**src/rtl/vpf_pkg.sv**
```systemverilog
package vpf_pkg;

    localparam int FMT_W = 5;
    localparam int ORD_W = 3;
    localparam int NARROW_W = 8;
    localparam int MID_W = 10;

    typedef enum logic [1:0] {
        FK_NONE,
        FK_SDR1,
        FK_444,
        FK_DDR1
    } fmt_kind_e;

    function automatic fmt_kind_e fmt_kind(input logic [FMT_W-1:0] code);
        fmt_kind_e k;
        case (code)
            5'd0, 5'd1, 5'd2:   k = FK_SDR1;
            5'd6, 5'd7, 5'd8:   k = FK_444;
            5'd9, 5'd10, 5'd11: k = FK_DDR1;
            default:            k = FK_NONE;
        endcase
        return k;
    endfunction

    // Component width implied by a code: 8, 10 or full channel width
    function automatic int fmt_width(input logic [FMT_W-1:0] code, input int full_w);
        int w;
        case (code)
            5'd0, 5'd6, 5'd9:  w = NARROW_W;
            5'd1, 5'd7, 5'd10: w = MID_W;
            default:           w = full_w;
        endcase
        return w;
    endfunction

endpackage

```
**src/rtl/vpf_chan_swap.sv**
```systemverilog
module vpf_chan_swap #(
    parameter int CH_W = 12
) (
    input  logic [3*CH_W-1:0] bus_in,
    input  logic [2:0]        order,
    output logic [3*CH_W-1:0] bus_out
);
    // index 0 = top, 1 = middle, 2 = bottom
    logic [CH_W-1:0] src [3];
    logic [1:0]      pick [3];

    for (genvar g = 0; g < 3; g++) begin : g_unpack
        assign src[g] = bus_in[(3-g)*CH_W-1 -: CH_W];
        assign bus_out[(3-g)*CH_W-1 -: CH_W] = src[pick[g]];
    end

    always_comb begin
        case (order)
            3'b001:  begin pick[0] = 2'd0; pick[1] = 2'd2; pick[2] = 2'd1; end
            3'b011:  begin pick[0] = 2'd1; pick[1] = 2'd0; pick[2] = 2'd2; end
            3'b100:  begin pick[0] = 2'd2; pick[1] = 2'd0; pick[2] = 2'd1; end
            3'b101:  begin pick[0] = 2'd2; pick[1] = 2'd1; pick[2] = 2'd0; end
            3'b110:  begin pick[0] = 2'd1; pick[1] = 2'd2; pick[2] = 2'd0; end
            default: begin pick[0] = 2'd0; pick[1] = 2'd1; pick[2] = 2'd2; end
        endcase
    end
endmodule

```
**src/rtl/vpf_neg_capture.sv**
```systemverilog
module vpf_neg_capture #(
    parameter int W = 12
) (
    input  logic         clk,
    input  logic         rst_n,
    input  logic [W-1:0] d,
    output logic [W-1:0] q
);
    always_ff @(negedge clk or negedge rst_n) begin
        if (!rst_n) q <= '0;
        else        q <= d;
    end
endmodule

```
**src/rtl/vid_pix_formatter.sv**
```systemverilog
module vid_pix_formatter
    import vpf_pkg::*;
#(
    parameter int CH_W = 12
) (
    input  logic              clk,
    input  logic              rst_n,
    input  logic [3*CH_W-1:0] pix_bus,
    input  logic [4:0]        fmt_sel,
    input  logic [2:0]        chan_order,
    input  logic              yc_swap,
    input  logic              fall_first,
    output logic [CH_W-1:0]   comp0_out,
    output logic [CH_W-1:0]   comp1_out,
    output logic [CH_W-1:0]   comp2_out,
    output logic              cr_out,
    output logic              vld_out
);
    localparam int BUS_W = 3 * CH_W;

    typedef struct packed {
        logic             phase;
        logic             crsel;
        logic [CH_W-1:0]  hold;
        logic [FMT_W-1:0] fmt;
        logic [CH_W-1:0]  c0;
        logic [CH_W-1:0]  c1;
        logic [CH_W-1:0]  c2;
        logic             cr;
        logic             vld;
    } st_t;

    st_t st_d, st_q;

    logic [BUS_W-1:0] perm_bus;
    logic [CH_W-1:0]  neg_raw;

    vpf_chan_swap #(.CH_W(CH_W)) swap_i (
        .bus_in  (pix_bus),
        .order   (chan_order),
        .bus_out (perm_bus)
    );

    vpf_neg_capture #(.W(CH_W)) negcap_i (
        .clk   (clk),
        .rst_n (rst_n),
        .d     (perm_bus[BUS_W-1 -: CH_W]),
        .q     (neg_raw)
    );

    fmt_kind_e       kind;
    logic [CH_W-1:0] mask;
    logic [CH_W-1:0] top_m, mid_m, bot_m, neg_m;
    logic [CH_W-1:0] first_h, second_h;
    logic            restart, ph, crs;

    always_comb begin
        kind    = fmt_kind(fmt_sel);
        mask    = {CH_W{1'b1}} << (CH_W - fmt_width(fmt_sel, CH_W));
        top_m   = perm_bus[BUS_W-1 -: CH_W] & mask;
        mid_m   = perm_bus[2*CH_W-1 -: CH_W] & mask;
        bot_m   = perm_bus[CH_W-1:0] & mask;
        neg_m   = neg_raw & mask;
        restart = (fmt_sel != st_q.fmt);
        ph      = restart ? 1'b0 : st_q.phase;
        crs     = restart ? 1'b0 : st_q.crsel;

        first_h  = fall_first ? neg_m : st_q.hold;
        second_h = fall_first ? top_m : neg_m;

        st_d       = st_q;
        st_d.fmt   = fmt_sel;
        st_d.phase = ph;
        st_d.crsel = crs;
        st_d.c0    = '0;
        st_d.c1    = '0;
        st_d.c2    = '0;
        st_d.cr    = 1'b0;
        st_d.vld   = 1'b0;

        case (kind)
            FK_444: begin
                st_d.c0    = top_m;
                st_d.c1    = mid_m;
                st_d.c2    = bot_m;
                st_d.vld   = 1'b1;
                st_d.phase = 1'b0;
                st_d.crsel = 1'b0;
            end
            FK_SDR1: begin
                if (!ph) begin
                    st_d.hold  = top_m;
                    st_d.phase = 1'b1;
                end else begin
                    st_d.c0    = st_q.hold;
                    st_d.c1    = top_m;
                    st_d.cr    = crs;
                    st_d.vld   = 1'b1;
                    st_d.crsel = ~crs;
                    st_d.phase = 1'b0;
                end
            end
            FK_DDR1: begin
                st_d.hold  = top_m;
                st_d.phase = 1'b1;
                if (ph) begin
                    st_d.c0    = yc_swap ? second_h : first_h;
                    st_d.c1    = yc_swap ? first_h : second_h;
                    st_d.cr    = crs;
                    st_d.vld   = 1'b1;
                    st_d.crsel = ~crs;
                end
            end
            default: begin
                st_d.phase = 1'b0;
                st_d.crsel = 1'b0;
            end
        endcase
    end

    always_ff @(posedge clk or negedge rst_n) begin
        if (!rst_n) st_q <= '0;
        else        st_q <= st_d;
    end

    assign comp0_out = st_q.c0;
    assign comp1_out = st_q.c1;
    assign comp2_out = st_q.c2;
    assign cr_out    = st_q.cr;
    assign vld_out   = st_q.vld;

endmodule

```
**config.mk**
```make
export PLATFORM = sky130hd
export DESIGN_NAME = vid_pix_formatter
export DESIGN_NICKNAME = d
export VERILOG_FILES = /design/src/rtl/vpf_pkg.sv /design/src/rtl/vpf_chan_swap.sv /design/src/rtl/vpf_neg_capture.sv /design/src/rtl/vid_pix_formatter.sv
export SDC_FILE = /design/constraint.sdc
export NUM_CORES = 1
export LEC_CHECK = 0
export ABC_AREA = 1
export BUFFER_PORTS_ARGS = -buffer_cell sky130_fd_sc_hd__buf_2
export CAP_MARGIN = 20
export CORE_MARGIN = 3
export CORE_UTILIZATION = 57
export DETAILED_ROUTE_END_ITERATION = 6
export MAX_ROUTING_LAYER = met4
export PLACE_DENSITY = 0.89
export SLEW_MARGIN = 5
export SYNTH_ARGS = -nofsm -noshare
export SYNTH_HDL_FRONTEND = slang
export SYNTH_HIERARCHICAL = 1
export SYNTH_SLANG_ARGS = --single-unit
```
**constraint.sdc**
```tcl
create_clock -name clk -period 1.94 [get_ports clk]
set_input_delay 0.388 -clock clk [delete_from_list [all_inputs] [get_ports clk]]
set_output_delay 0.388 -clock clk [all_outputs]
set_load 0.01 [all_outputs]
```
[Yosys cells after proc, flatten, opt, wreduce, memory -nomap -nowiden]
Memory sizes are Yosys's and may differ from the RTL's.
Cells that the tools add are included.
Operators by class
  $lt $le $gt $ge: 3
  add/sub/neg operators: 1
  reductions and logical operators: 6
  shift operators: 1
  multiplexer cells: 30
  equality and inequality tests: 15
  bitwise logic cells: 8
Operators by type and width (number)
  2-to-1 mux 12 bit: 12
  binary-select mux 12 bit (select 2 bit): 3
  case mux 24 bit (3 select lines): 1
  AND 12 bit: 4
  2-to-1 mux 24 bit: 2
  << shifter 12 x 32 -> 12 bit (first input constant): 1
  subtractor 5 x 32 -> 32 bit (first input constant): 1
  case mux 6 bit (5 select lines): 1
  case mux 12 bit (2 select lines): 1
  equality test 5 x 3 -> 1 bit (second input constant): 2
  equality test 5 x 4 -> 1 bit (second input constant): 2
  equality test 3 bit (second input constant): 3
  >= comparator 3 bit (second input constant): 3
  inverter 2 -> 3 bit: 3
  case mux 3 bit (2 select lines): 1
  OR reduction 3 bit: 2
  equality test 5 x 1 -> 1 bit (second input constant): 1
  logical NOT 5 bit: 1
  2-to-1 mux 1 bit: 5
  inequality test 5 bit: 1
  equality test 2 bit (second input constant): 2
  2-to-1 mux 2 bit: 2
  case mux 2 bit (2 select lines): 1
  equality test 3 x 1 -> 1 bit (second input constant): 1
  other kinds (8): 8
Word-level totals
  bits of input ports: 48
  memory bits (read-only): 32
  output and inout port bits: 38
  bits in registers: 69
  memories: 1
  logic and storage cells: 75
Memories
  (no name shown): words 16, width 2, read ports 1, clocked after Yosys merged registers in 0, wr ports 0, line vpf_pkg.sv:17  | case (code)

[Longest topological paths before layout]
Gate-level depths: netlist of run 1.
  depth in word-level cells: 11
  depth in mapped cells: 15
  mapped depth without buffers: 14

[Hierarchy]
Netlist of run 1, hierarchy kept.
By module, submodules not included
  vid_pix_formatter: area an instance 3352.0 sq um, seq. area each 1426.4 sq um, instances 1, cells each 425
  vpf_chan_swap: area an instance 1027.2 sq um, seq. area each 0.0 sq um, instances 1, cells each 231
  vpf_neg_capture: area an instance 300.3 sq um, seq. area each 300.3 sq um, instances 1, cells each 12

==> results of run 1 <==
routing by layer:
| metal | track usage | up-vias | part of all wire | wire length, microns |
|---|---|---|---|---|
| li1 | - | 2337 | - | - |
| met1 | 0.4064 | 2261 | 0.40 | 5471 |
| met3 | 0.06705 | 60 | 0.10 | 1420 |
| met2 | 0.4522 | 335 | 0.46 | 6172 |
| met4 | 0.09719 | 0 | 0.034 | 462 |
| met5 | - | - | 0 | 0 |
worst paths after layout:
path	start	endpoint	slack [ns]	cells past startpoint
min in group asynchronous	rst_n	comp0_out[9]	0.47	2
setup / recovery	negcap_i/q[5]	comp1_out[5]	-0.20	7
hold / removal	fmt_sel[2]	st_q[40]	0.20	1
max in group asynchronous	rst_n	negcap_i/q[6]	0.87	1
setup reg to reg	negcap_i/q[5]	comp1_out[5]	-0.20	7
hold reg to reg	st_q[53]	st_q[53]	0.49	2
per-stage QoR:
stage | instances | hold WS (ns) | setup slack (ns) | total power, uW | util
2_1_floorplan | 668 | 0.09241 | -0.09097 | 2338 | -
3_3_place_gp | 860 | 0.4688 | -0.3162 | 2672 | 0.6886
3_5_place_dp | 860 | 0.4773 | -0.3831 | 2724 | 0.6886
4_1_cts | 875 | 0.1881 | -0.1664 | 3732 | 0.7117
5_1_grt | 876 | 0.2012 | -0.2752 | 3977 | 0.7202
6_report | 876 | 0.2028 | -0.2007 | 3763 | 0.7202
worst max-delay path, cell delays in order, from the launching register on:
cell,delay [ns]
dfrtn_1,0.43
nand2_1,0.06
o21ai_1,0.10
inv_1,0.07
nand2_1,0.05
o21ai_1,0.09
o22ai_1,0.16
a22o_1,0.16
timing repair:
item	4_1_cts	5_1_grt
cloned	0	1
endpoints found under the setup margin	26	30
pin swaps	6	5
hold buffers	0	0
hold endpoints to repair	0	0
gates resized for setup	5	12
cell families (layout without fill, tap and decap cells):
group,after synthesis,count (layout),share of synthesized area
flip-flops,69,69,0.3690
AND/OR/NAND/NOR,356,356,0.3350
adder cells (fa/ha/maj),1,1,0.002673
AO/OA/AOI/OAI,83,83,0.1166
buffers and inverters,156,262,0.1711
XOR/XNOR,3,3,0.005616
state kept, by name (all words and copies together) (netlist names):
register	cells
st_q	19
comp0_out	12
comp1_out	12
comp2_out	12
negcap_i/q	12
cr_out	1
vld_out	1
area by class of cell:
type                            count  share of cell area
Clock buffer                       12             0.02568
Clock inverter                      3            0.002214
Inverter                           84             0.05778
Tap cell                          102             0.02258
Multi-Input combinational cell    443              0.3958
Timing Repair Buffer              163              0.1904
Sequential cell                    69              0.3055
cell usage in the layout (no fill, tap or decap), drive strengths merged, types with 2 or more instances in the layout:
cell type    n
nand2      179
buf        162
nand3      135
inv         82
dfrtp       57
o21ai       51
nor2        31
o22ai       16
clkbuf      13
dfrtn       12
nand4        9
a22o         8
o211ai       5
clkinv       4
xor2         3
a21oi        2
power by group through the flow:
stage,registers [uW],logic (uW),clock network [uW]
2_1_floorplan,1650,690,0
3_3_place_gp,1660,1010,0
3_5_place_dp,1670,1060,0
4_1_cts,1650,1070,1020
5_1_grt,1660,1230,1090
6_report,1650,1110,1010
==> reports/summary.txt, run 1 <==
max_slew headroom: 0.5249
initial antenna violation count: 0
Post-DRT Antenna Nets: 0
row cnt: 32
most common cell in the synthesized netlist: nand2_1
initial core utilization: 0.5963
RSZ-0062 raised after global routing: true
post-CTS setup buffer count: 0
Seq pwr share: 0.439
vias in the first global route: 4688
routed vias/inst: 5.700
crit path kind: reg2reg
Psw: 1273 uW
CTS tree: yes
Clock Path Buffers: 2
maximum vdd drop: 0.3820 mV
Hold WC Path Type: in2reg
dominant cells by area after synthesis: dfrtp_1, nand3_1, nand2_1, buf_4, dfrtn_1
Final Cell Area: 5652 sq um
Synth Flop Type: dfrtp_1
PwrDens: 665.8 nW/um^2
Worst-path clk slew: 0.07 ns
outcome: finished, violations left
Synth Warn #: 6
dpl cell area: 5404 sq um
Distinct cells, synth: 31
CP required: 2.22 ns
FF+latch count, synth: 69
Die Span Y: 96.61 microns
total negative setup slack: -2.480 ns
nets@finish: 819
Async S/R FF share, synth: 1.000
Critical Path Fanout Max: 2
total gr overflow: 0
Slew @ Worst Pin: 0.7126 ns
Clk Latency, worst-skew pair: 0.35 ns
synthesized netlist cell count: 668
Boundary Pins: 86
# setup viols final: 16
clock buffer count from CTS: 9
clock power share: 0.267
core box area: 7848 sq um
wire per inst: 15.44 microns
Critical Path Source Type: flip-flop
Setup WS post-layout: -0.2007 ns
Logic pwr share: 0.294
syn avg cell area: 7.005 sq um
CTS H-Tree Depth: 3
Pleak: 0.003165 uW
Post-synth top cells: nand2_1, nand3_1, inv_1, dfrtp_1, o21ai_0
pin count of the biggest net entering global routing: 58
Slew Limit Fails: 0
fraction of layout cells with a size suffix above 1: 0.2829
Worst EP arrival: 2.42 ns
multi-input logic area: 2237 sq um
Final GP Congestion: 0.9028
EDFF count, synth: 0
register area share after synthesis: 0.3690
Worst Clk Skew: 0.01479 ns
first drt pass iteration count: 7
DP HPWL: 10.04 mm
Reg area: 1727 sq um
fill cell count: 645
Mapped Nets: 717
Die ar.: 9333 sq um
Hold Violations, Final: 0
failing checks: design-rule violations, negative setup slack
area leader, netlist: dfrtp_1
post-route DRC violation count: 4
number of diodes: 0
DR iter-0 viols: 403
nature of the critical path endpoint: flip-flop
Die W: 96.61 microns
Pint: 2490 uW
Buffers on Ports: 85
routed wire length: 13.53 mm
max-cap violations: 0
top-area cell type share of the netlist area: 0.3048
Total GRT Usage: 0.3007
Vias: 4993
mapped cell area: 4679 sq um
first-pass GRT wire length: 22.56 mm
Sw Ratio: 0.3383
synthesis-to-finish area growth: 20.78%
clk root buf: clkbuf_8
Clock Sink Count: 69
Note: power is estimated with default switching activity, not from simulation.
==> run 2, diff against run 1 <==
--- a/config.mk
+++ b/config.mk
@@ -9,10 +9,11 @@
 export BUFFER_PORTS_ARGS = -buffer_cell sky130_fd_sc_hd__buf_2
 export CAP_MARGIN = 20
 export CORE_MARGIN = 3
-export CORE_UTILIZATION = 57
+export CORE_UTILIZATION = 50
 export DETAILED_ROUTE_END_ITERATION = 6
+export GPL_TIMING_DRIVEN = 0
 export MAX_ROUTING_LAYER = met4
-export PLACE_DENSITY = 0.89
+export PLACE_DENSITY = 0.81
 export SLEW_MARGIN = 5
 export SYNTH_ARGS = -nofsm -noshare
 export SYNTH_HDL_FRONTEND = slang
==> run 2 against run 1 <==
  * The run ends with negative setup slack left
  * Non-clock buffer count fell by 1
  * Die area rose by 13%
  * Total power rose by 4.0%
  * Cell count rose by 0.68%
  * Largest cell class unchanged
  * Worst hold slack got worse by 0.065 ns
  * Clock power rose by 18%
  * Critical endpoint unchanged
  * Critical path type unchanged
==> reports/summary.txt, run 2 (synthesis results as in run 1) <==
crit path kind: reg2reg
Biggest register: st_q
Top Metal Used: met4
placed insts: 860
outcome: finished, violations left
max FFs per register: 19
Die W: 102.7 microns
fill cell count: 740
commonest non-fill, non-tap cell in the layout: nand2_1
nature of the critical path endpoint: flip-flop
CTS tree: yes
final core utilization: 0.6407
DP HPWL: 9.896 mm
Clock Sink Count: 69
maximum vdd drop: 0.3701 mV
Pleak: 0.003181 uW
CTS H-Tree Depth: 3
PwrDens: 686.9 nW/um^2
Die ar.: 10560 sq um
number of diodes: 0
first drt pass iteration count: 5
Worst Clk Skew: 0.01890 ns
Total GRT Usage: 0.2723
post-route DRC violation count: 0
initial antenna violation count: 0
Vias: 4906
Critical Path Source Type: flip-flop
Worst-path clk slew: 0.08 ns
Boundary Pins: 86
failing checks: negative setup slack
RSZ-0062 raised after global routing: true
Slew Limit Fails: 0
FF-to-FF Start: negcap_i/q[5]
total gr overflow: 0
# setup viols final: 17
wire per inst: 15.52 microns
max-cap violations: 0
Worst EP arrival: 2.49 ns
routed vias/inst: 5.562
first-pass GRT wire length: 22.05 mm
Final GP Congestion: 0.9518
Hold WC Path Type: in2async
Worst Setup SP: negcap_i/q[5]
Post-DRT Antenna Nets: 0
CP required: 2.22 ns
# hold bufs at CTS: 0
clk root buf: clkbuf_8
clock buffer count from CTS: 9
Met3 Routed Length: 1.126 mm
vias in the first global route: 4615
Setup WS post-layout: -0.2679 ns
Clk Latency, worst-skew pair: 0.35 ns
total negative setup slack: -2.812 ns
metal1 wirelength: 5.657 mm
most frequent cells in the layout: nand2_1, nand3_1, buf_2, inv_1, dfrtp_1
pin count of the biggest net entering global routing: 70
Final Non-Filler Cells: 882
DP Worst Slack: -0.4302 ns
core box area: 8891 sq um
Die Span Y: 102.7 microns
Buffers on Ports: 84
max_slew headroom: 0.4050
routed wl met2: 6.549 mm
nets@finish: 818
initial core utilization: 0.5263
synthesis-to-finish area growth: 21.74%
Slew @ Worst Pin: 0.8925 ns
Critical Path Fanout Max: 2
Hold Violations, Final: 0
fraction of layout cells with a size suffix above 1: 0.3062
DR iter-0 viols: 448
Clock Path Buffers: 2
row cnt: 34
routed wire length: 13.69 mm
## run 2: critical path: stages (launching register included)
cell and delay (ns):
dfrtn_1 0.41, nand2_1 0.05, o21ai_1 0.10, inv_1 0.09, nand2_1 0.09, o21ai_2 0.08
o22ai_2 0.19, a22o_1 0.18
## run 2: final cells by class
| class | instances | area (sq um) | share of cell area |
|---|---|---|---|
| multi-input combinational | 443 | 2322 | 0.4076 |
| sequential | 69 | 1727 | 0.3031 |
| buffer | 72 | 510.5 | 0.08961 |
| timing repair buffer | 90 | 483.0 | 0.08478 |
| inverter | 84 | 326.6 | 0.05732 |
| tap | 108 | 135.1 | 0.02372 |
| clock buffer | 11 | 131.4 | 0.02306 |
| clock inverter | 5 | 61.31 | 0.01076 |
## run 2: metrics by stage
stage	hold slack, ns	total power [uW]	cell area [sq um]
after global routing	0.1931	4119	5697
after CTS	0.1819	3861	5558
final	0.1381	3913	5697
after floorplan	0.09241	2338	4736
after global placement	0.4682	2618	5291
after detailed placement	0.4789	2654	5294
## run 2: repair_timing
action / 4_1_cts / 5_1_grt
gates resized for setup: 15 / 34
endpoints found under the setup margin: 26 / 28
pin swaps: 13 / 15
buffers inserted: 3 / 2
gates cloned: 1 / 0
## run 2: per-layer routing
| metal | global-route usage | up-vias |
|---|---|---|
| li1 | - | 2335 |
| met1 | 0.3487 | 2221 |
| met2 | 0.4479 | 313 |
| met3 | 0.02706 | 37 |
| met4 | 0.1026 | 0 |
| met5 | - | - |
## run 2: where the power goes
group | switching [uW] | internal, uW
Clock | 590 | 600
Sequential | 71.9 | 1570
Combinational | 679 | 402
Total | 1340 | 2570
## run 2: path summary, 6_finish.rpt
| path | end | slack [ns] | cells after the start |
|---|---|---|---|
| max | comp1_out[5] | -0.27 | 7 |
| min | st_q[40] | 0.14 | 1 |
| min reg2reg | st_q[52] | 0.50 | 2 |
| max reg2reg | comp1_out[5] | -0.27 | 7 |
| max in group asynchronous | negcap_i/q[8] | 0.29 | 1 |
| min in group clk | st_q[40] | 0.19 | 1 |
